`config.mk`:
```
export PLATFORM = sky130hd
export DESIGN_NAME = tmr_cascade_timer
export DESIGN_NICKNAME = d
export VERILOG_FILES = /design/src/rtl/tmr_pkg.sv /design/src/rtl/tmr_sync_edge.sv /design/src/rtl/tmr_down_stage.sv /design/src/rtl/tmr_pulse_out.sv /design/src/rtl/tmr_cascade_timer.sv
export SDC_FILE = /design/constraint.sdc
export NUM_CORES = 1
export LEC_CHECK = 0
export BUFFER_PORTS_ARGS = -buffer_cell sky130_fd_sc_hd__buf_4
export CAP_MARGIN = 30
export CORE_ASPECT_RATIO = 0.5
export CORE_MARGIN = 4
export CORE_UTILIZATION = 62
export CTS_CLUSTER_DIAMETER = 150
export DETAILED_ROUTE_END_ITERATION = 8
export MAX_ROUTING_LAYER = met4
export PLACE_DENSITY = 0.88
export SLEW_MARGIN = 40
export SYNTH_ARGS = -nofsm -noshare
export SYNTH_HDL_FRONTEND = slang
export SYNTH_SLANG_ARGS = --single-unit
```
`constraint.sdc`:
```
create_clock -name clk -period 5.1 [get_ports clk]
set_input_delay 0 -clock clk [delete_from_list [all_inputs] [get_ports clk]]
set_output_delay 0 -clock clk [all_outputs]
set_load 0.03 [all_outputs]
```
`src/rtl/tmr_pkg.sv`:
```
package tmr_pkg;
  localparam int CNT_W    = 8;
  localparam int SEL_W    = 2;
  localparam int EDGE_BIT = 2;
  localparam int INV_BIT  = 3;

  typedef enum logic [1:0] {
    MODE_TIMER = 2'd0,
    MODE_PULSE = 2'd1,
    MODE_EVENT = 2'd2,
    MODE_RSVD  = 2'd3
  } tmr_mode_e;

  localparam logic [SEL_W-1:0] SEL_PRE  = 2'd0;
  localparam logic [SEL_W-1:0] SEL_TMR  = 2'd1;
  localparam logic [SEL_W-1:0] SEL_MODE = 2'd2;

  // choose the counted edge: 0 -> rising, 1 -> falling
  function automatic logic pick_edge(input logic fall_sel, input logic rise, input logic fall);
    return fall_sel ? fall : rise;
  endfunction
endpackage

```
`src/rtl/tmr_sync_edge.sv`:
```
module tmr_sync_edge #(
  parameter int STAGES = 2
) (
  input  logic clk,
  input  logic rst_n,
  input  logic async_i,
  output logic rise_o,
  output logic fall_o
);
  logic [STAGES-1:0] chain_q;
  logic              prev_q;

  genvar g;
  generate
    for (g = 0; g < STAGES; g++) begin : g_stage
      if (g == 0) begin : g_first
        always_ff @(posedge clk or negedge rst_n) begin
          if (!rst_n) chain_q[0] <= 1'b0;
          else        chain_q[0] <= async_i;
        end
      end else begin : g_next
        always_ff @(posedge clk or negedge rst_n) begin
          if (!rst_n) chain_q[g] <= 1'b0;
          else        chain_q[g] <= chain_q[g-1];
        end
      end
    end
  endgenerate

  always_ff @(posedge clk or negedge rst_n) begin
    if (!rst_n) prev_q <= 1'b0;
    else        prev_q <= chain_q[STAGES-1];
  end

  assign rise_o =  chain_q[STAGES-1] & ~prev_q;
  assign fall_o = ~chain_q[STAGES-1] &  prev_q;
endmodule

```
`src/rtl/tmr_down_stage.sv`:
```
module tmr_down_stage #(
  parameter int              W       = 8,
  parameter logic [W-1:0]    RST_VAL = '1
) (
  input  logic         clk,
  input  logic         rst_n,
  input  logic         load_i,
  input  logic [W-1:0] load_val_i,
  input  logic         cnt_en_i,
  output logic [W-1:0] cnt_o,
  output logic [W-1:0] latch_o,
  output logic         uf_o
);
  logic [W-1:0] cnt_q, latch_q;

  function automatic logic [W-1:0] next_down(input logic [W-1:0] cur, input logic [W-1:0] rel);
    return (cur == '0) ? rel : cur - 1'b1;
  endfunction

  always_ff @(posedge clk or negedge rst_n) begin
    if (!rst_n) begin
      cnt_q   <= RST_VAL;
      latch_q <= RST_VAL;
    end else if (load_i) begin
      cnt_q   <= load_val_i;
      latch_q <= load_val_i;
    end else if (cnt_en_i) begin
      cnt_q   <= next_down(cnt_q, latch_q);
    end
  end

  assign uf_o    = cnt_en_i && !load_i && (cnt_q == '0);
  assign cnt_o   = cnt_q;
  assign latch_o = latch_q;
endmodule

```
`src/rtl/tmr_pulse_out.sv`:
```
module tmr_pulse_out (
  input  logic clk,
  input  logic rst_n,
  input  logic init_i,
  input  logic init_lvl_i,
  input  logic toggle_i,
  output logic lvl_o
);
  logic lvl_q;

  always_ff @(posedge clk or negedge rst_n) begin
    if (!rst_n)        lvl_q <= 1'b1;
    else if (init_i)   lvl_q <= init_lvl_i;
    else if (toggle_i) lvl_q <= ~lvl_q;
  end

  assign lvl_o = lvl_q;
endmodule

```
`src/rtl/tmr_cascade_timer.sv`:
```
module tmr_cascade_timer
  import tmr_pkg::*;
#(
  parameter int W        = tmr_pkg::CNT_W,
  parameter int SYNC_LEN = 2
) (
  input  logic         clk,
  input  logic         rst_n,
  input  logic         tick_i,
  input  logic         ext_pin_i,
  input  logic         wr_en_i,
  input  logic [1:0]   wr_sel_i,
  input  logic [W-1:0] wr_data_i,
  input  logic [1:0]   rd_sel_i,
  output logic [W-1:0] rd_data_o,
  input  logic         irq_clr_i,
  output logic         irq_o,
  output logic         pulse_o,
  output logic         pulse_n_o
);
  localparam int MODE_REG_W = INV_BIT + 1;

  // named internal events
  logic         wr_pre, wr_tmr, mode_wr;
  logic         pin_rise, pin_fall;
  logic         pre_pulse, pre_uf, tmr_uf, pulse_toggle;
  logic [W-1:0] pre_cnt, pre_latch, tmr_cnt, tmr_latch;

  tmr_mode_e mode_q;
  logic      edge_q, inv_q, irq_q;

  assign wr_pre  = wr_en_i && (wr_sel_i == SEL_PRE);
  assign wr_tmr  = wr_en_i && (wr_sel_i == SEL_TMR);
  assign mode_wr = wr_en_i && (wr_sel_i == SEL_MODE);

  always_ff @(posedge clk or negedge rst_n) begin
    if (!rst_n) begin
      mode_q <= MODE_TIMER;
      edge_q <= 1'b0;
      inv_q  <= 1'b0;
    end else if (mode_wr) begin
      mode_q <= tmr_mode_e'(wr_data_i[1:0]);
      edge_q <= wr_data_i[EDGE_BIT];
      inv_q  <= wr_data_i[INV_BIT];
    end
  end

  tmr_sync_edge #(.STAGES(SYNC_LEN)) u_sync (
    .clk    (clk),
    .rst_n  (rst_n),
    .async_i(ext_pin_i),
    .rise_o (pin_rise),
    .fall_o (pin_fall)
  );

  assign pre_pulse = (mode_q == MODE_EVENT) ? pick_edge(edge_q, pin_rise, pin_fall) : tick_i;

  tmr_down_stage #(.W(W)) u_pre (
    .clk       (clk),
    .rst_n     (rst_n),
    .load_i    (wr_pre),
    .load_val_i(wr_data_i),
    .cnt_en_i  (pre_pulse),
    .cnt_o     (pre_cnt),
    .latch_o   (pre_latch),
    .uf_o      (pre_uf)
  );

  tmr_down_stage #(.W(W)) u_tmr (
    .clk       (clk),
    .rst_n     (rst_n),
    .load_i    (wr_tmr),
    .load_val_i(wr_data_i),
    .cnt_en_i  (pre_uf),
    .cnt_o     (tmr_cnt),
    .latch_o   (tmr_latch),
    .uf_o      (tmr_uf)
  );

  always_ff @(posedge clk or negedge rst_n) begin
    if (!rst_n)         irq_q <= 1'b0;
    else if (tmr_uf)    irq_q <= 1'b1;
    else if (irq_clr_i) irq_q <= 1'b0;
  end

  assign pulse_toggle = tmr_uf && (mode_q == MODE_PULSE);

  tmr_pulse_out u_pulse (
    .clk       (clk),
    .rst_n     (rst_n),
    .init_i    (mode_wr),
    .init_lvl_i(~wr_data_i[EDGE_BIT]),
    .toggle_i  (pulse_toggle),
    .lvl_o     (pulse_o)
  );

  assign pulse_n_o = inv_q ? ~pulse_o : 1'b0;
  assign irq_o     = irq_q;

  always_comb begin
    rd_data_o = '0;
    case (rd_sel_i)
      SEL_PRE:  rd_data_o = pre_cnt;
      SEL_TMR:  rd_data_o = tmr_cnt;
      SEL_MODE: rd_data_o[MODE_REG_W-1:0] = {inv_q, edge_q, mode_q};
      default:  rd_data_o = '0;
    endcase
  end
endmodule

```
==> results of run 1 <==
-- logic make-up after synthesis --
family | after synthesis
AND/OR/NAND/NOR | 125
adder cells (fa/ha/maj) | 4
flip-flops | 41
XOR/XNOR | 1
multiplexers | 18
AO/OA/AOI/OAI | 57
buffers and inverters | 18
-- Yosys cell counts (2+ instances only) --
cell type  count  area share (%)
nor2_1        21             3.3
a31oi_1        5             1.3
nand3b_1       2            0.63
nor2b_1        6             1.6
nor3_1         9             1.9
o21ai_0       22             4.6
o211ai_1       3            0.95
a21o_1         2            0.63
nand3_1        3            0.63
inv_1          9             1.4
o31ai_1        3            0.95
or2_2          2            0.53
nor3_2         2            0.84
nand2b_1       4             1.1
o311ai_0       2            0.74
dfstp_2       33              36
nand2_1       57             9.0
ha_1           4             2.1
or3_1          3            0.79
dfrtp_1        8             8.4
nand4_1        2            0.53
a21oi_1       11             2.3
mux2_2         3             1.4
or4b_2         2            0.84
mux2i_1       15             6.3
clkbuf_1       8             1.3
a31o_2         2            0.74
-- timing repair --
item	4_1_cts	5_1_grt
endpoints found under the setup margin	0	0
resized for setup	0	0
hold endpoints to repair	40	0
hold buffers	11	0
-- metrics by stage --
stage / hold slack (ps) / util [%] / power, mW
2_1_floorplan: -296 / - / 0.824
3_3_place_gp: -2.78 / 73.4 / 0.934
3_5_place_dp: 1.07 / 73.5 / 0.956
4_1_cts: 38.6 / 80.4 / 1.28
5_1_grt: 83.2 / 80.4 / 1.36
6_report: 47.5 / 80.4 / 1.29
-- registers in the layout, summed over array words and instances (netlist names) --
name / cells
edge_q: 1
inv_q: 1
irq_o: 1
u_tmr.cnt_o: 8
u_pre.cnt_o: 8
u_sync.chain_q: 2
mode_q: 2
u_sync.prev_q: 1
u_tmr.latch_o: 8
u_pre.latch_o: 8
u_pulse.lvl_o: 1
-- worst max-delay path, stage by stage, from the launching register on --
cell,delay (ps)
dfstp_2,410
inv_1,110
ha_1,260
nor4b_4,370
nand2_2,130
or3_4,370
or3_1,390
a31oi_1,190
-- worst paths after layout --
kind                                   start                 to  slack, ps  cells after the start
setup / recovery              u_pre.cnt_o[0]     u_tmr.cnt_o[5]       2790                      7
min in group asynchronous              rst_n  u_sync.chain_q[0]        210                      2
hold / removal                   wr_sel_i[0]   u_pre.latch_o[3]         50                      4
setup reg to reg              u_pre.cnt_o[0]     u_tmr.cnt_o[5]       2790                      7
max in group asynchronous              rst_n     u_pre.cnt_o[0]       4510                      2
hold reg to reg            u_sync.chain_q[0]  u_sync.chain_q[1]        360                      0
-- power groups by stage --
stage / Combinational [mW] / Clock (mW) / Sequential (mW)
finish: 0.417 / 0.312 / 0.563
global route: 0.461 / 0.330 / 0.571
CTS: 0.411 / 0.313 / 0.555
detailed placement: 0.398 / 0 / 0.558
global placement: 0.381 / 0 / 0.553
floorplan: 0.309 / 0 / 0.515
-- cell type report --
| type | count | share of cell area [%] |
|---|---|---|
| timing repair buffer | 39 | 11.2 |
| multi-input combinational | 205 | 43.5 |
| sequential | 41 | 37.2 |
| inverter | 9 | 1.18 |
| tap | 51 | 2.23 |
| clock inverter | 3 | 2.27 |
| clock buffer | 5 | 2.40 |
-- per-layer routing --
metal	global-route usage (%)	routed length, um	part of all wire (%)
met4	11.1	129	2.0
met5	-	0	0
met1	41.4	2790	43
met2	43.2	2960	46
met3	8.67	632	9.7
==> results.tsv, run 1 <==
metric	value	unit
Final period util	45.2	%
dpl cells	334	
Rows	15	
TritonCTS clock tree	done	
ANT nets after route	0	
antenna diode count	0	
sequential share of the synthesized area	44.9	%
largest net degree at the start of global routing	42	
Clock Power Share	24.1	%
gp weighted congestion	0.915	
sw power	0.470	mW
crit path kind	register to register	
RSZ-0062 raised after global routing	no	
Crit Path Max Fanout	7	
Final Hold Viols	0	
Vias	2218	
GRT overflow	0	
number of synthesized flops with an enable pin	0	
switching portion of total power	36.3	%
critical path required time	5320	ps
Cells after Synth	264	
CP startpoint kind	register	
mux cell area share after synthesis	7.73	%
area share of and/or/nand/nor cells after synthesis	26.8	%
FF/Latch Area	0.00107	mm2
layout cell share with drive strength beyond 1	29.5	%
fin crit period	2310	ps
clk_skew	4.74	ps
final instance area	0.00287	mm2
commonest non-fill, non-tap cells in the layout	nand2_1 (57), dfstp_2 (33), buf_4 (28), o21ai_0 (22), nor2_1 (21)	
CTS H-Tree Depth	2	
XOR/XNOR Fraction of Synth Area	0.368	%
IO Count	29	
commonest non-fill, non-tap cell in the layout	nand2_1	
Comb pwr share	32.3	%
Die H	51.8	um
largest family of logic cells by synthesized area	simple AND/OR/NAND/NOR gates	
synth-to-layout area growth	20.5	%
vias in the first global route	2219	
drt total wl	6510	um
Final setup viols	0	
final std cells w/o fill	353	
Worst Path Arrival	2520	ps
Seq pwr share	43.6	%
pre-CTS setup slack	2920	ps
clock-pin slew on the worst setup and hold paths	80	ps
post-route setup TNS	0	ps
final setup margin	2790	ps
DRT Pass-1 Iters	4	
Mapped Area	0.00238	mm2
Syn Area/Cell	9.01	um2
Max-slew headroom	51.0	%
placed inst area	0.00262	mm2
Fmax	434	MHz
worst slew pin tran	734	ps
die area	0.00495	mm2
I/O Buffers	28	
Post-CTS Setup Inserts	0	
DPL Wire Length	4490	um
root buffer cell	clkbuf_8	
Synth cell types	48	
Main synth FF type	dfstp_2	
critical path endpoint category	register	
fillcell total	206	
share of synthesized flip-flops with an asynchronous set or reset	100	%
maxcap violations	0	
starting density of the core	66.7	%
Power per Cell Area	451	mW/mm2
clock sinks	41	
Multi-input gate area	0.00125	mm2
Slew Limit Fails	0	
Hold Path Class	primary input to register	
Total Nets Final	323	
global-route wire length before repair	11000	um
average wire per standard cell	18.5	um
net count after synthesis	286	
initial DRC count	174	
antenna violations before repair	0	
Pint	0.822	mW
outcome	finished, final reports clean	
VDD IR max	0.277	mV
total track usage	30.3	%
Synth Area in Compound Gates	14.9	%
Yosys reg bits	41	
Synth Area in Adders	2.10	%
Leak	1.24	nW
Chip Width	95.6	um
Max clock buf depth	2	
core area	0.00357	mm2
yosys warns	0	
Clock Latency Late Sink	300	ps
drt drc	0	
CTS buffer count	5	
Vias/cell	6.28	
Power figures use the tool's default switching activity.
==> inputs of run 2 (changes only) <==
Settings changed: CORE_UTILIZATION 62 to 58, PLACE_DENSITY 0.88 to 0.84.
Clock period 5.1 ns to 2.2 ns, I/O delays scaled along.
==> results.tsv, run 2 (same netlist as run 1, synthesis figures left out) <==
metric	value	unit
layout cell share with drive strength beyond 1	32.6	%
clk_skew	7.60	ps
Max clock buf depth	2	
Clock Latency Late Sink	300	ps
Fmax	460	MHz
fin crit period	2170	ps
Slew Limit Fails	0	
die area	0.00525	mm2
CTS buffer count	5	
initial DRC count	165	
final std cells w/o fill	361	
DPL Wire Length	4470	um
GRT overflow	0	
Chip Width	98.6	um
vias in the first global route	2159	
I/O Buffers	28	
clock-pin slew on the worst setup and hold paths	80	ps
commonest non-fill, non-tap cell in the layout	nand2_1	
Power per Cell Area	1040	mW/mm2
critical path required time	2430	ps
Final Core Density	75.0	%
drt total wl	6440	um
drt drc	0	
dpl cells	341	
CTS H-Tree Depth	2	
Die H	53.3	um
core area	0.00392	mm2
total track usage	27.1	%
worst slew pin tran	823	ps
global-route wire length before repair	10700	um
Hold Path Class	primary input to register	
IO Count	29	
Total Nets Final	328	
root buffer cell	clkbuf_8	
TritonCTS clock tree	done	
Final period util	98.8	%
hold_ws	59.6	ps
commonest non-fill, non-tap cells in the layout	nand2_1 (57), buf_4 (33), dfstp_2 (33), o21ai_0 (22), nor2_1 (20)	
final setup margin	25.6	ps
Crit Path Max Fanout	6	
synth-to-layout area growth	23.7	%
average wire per standard cell	17.8	um
crit path kind	register to register	
gp weighted congestion	0.927	
Max-slew headroom	44.9	%
antenna diode count	0	
ANT nets after route	0	
Vias	2241	
largest net degree at the start of global routing	42	
critical path endpoint category	register	
Vias/cell	6.21	
pre-CTS setup slack	-1.58	ps
VDD IR max	0.537	mV
placed inst area	0.00265	mm2
post-route setup TNS	0	ps
DRT Pass-1 Iters	4	
antenna violations before repair	0	
Final Hold Viols	0	
Worst Path Arrival	2400	ps
final instance area	0.00294	mm2
CP startpoint kind	register	
maxcap violations	0	
outcome	finished, final reports clean	
Rows	16	
starting density of the core	60.6	%
Leak	1.27	nW
Design Power	3.07	mW
clock sinks	41	
Final setup viols	0	
[run 2: what timing repair did]
| action | in CTS | in global routing |
|---|---|---|
| setup endpoints to repair | 3 | 10 |
| hold endpoints to repair | 41 | 0 |
| resized for setup | 2 | 7 |
| hold buffers | 11 | 0 |
| setup buffers | 0 | 1 |
[run 2: critical path, stage by stage, from the launching register on]
cell,delay [ps]
dfstp_2,400
inv_1,130
ha_4,180
or4b_2,660
nor2_4,140
mux2i_2,270
nor4b_2,80
a211o_1,260
[run 2: power breakdown]
part | leakage, nW | internal [mW] | switching (mW)
Clock | 0.0687 | 0.457 | 0.286
Sequential | 0.443 | 1.04 | 0.268
Combinational | 0.759 | 0.448 | 0.567
Total | 1.27 | 1.95 | 1.12
[run 2: area by class of cell]
class	instances	area (um2)
Clock buffer	5	68.8
Clock inverter	3	68.8
Fill cell	273	981
Inverter	9	33.8
Multi-Input combinational cell	205	1280
Sequential cell	41	1070
Tap cell	54	67.6
Timing Repair Buffer	44	358
[run 2: worst paths after layout]
path / to / cells past startpoint / from / slack (ps)
max: u_pre.cnt_o[3] / 7 / u_pre.cnt_o[1] / 30
min: u_pre.latch_o[0] / 4 / wr_sel_i[0] / 60
max reg2reg: u_pre.cnt_o[3] / 7 / u_pre.cnt_o[1] / 30
min reg2reg: u_sync.chain_q[1] / 0 / u_sync.chain_q[0] / 360
max in group asynchronous: u_tmr.latch_o[1] / 2 / rst_n / 1630
min in group asynchronous: inv_q / 2 / rst_n / 210
[run 2: metal layers]
metal | vias up | track usage (%) | routed length [um]
met1 | 1096 | 36.0 | 2860
met2 | 115 | 43.5 | 2990
met4 | 0 | 7.71 | 105
met5 | - | - | 0
met3 | 15 | 4.74 | 488
li1 | 1015 | - | -
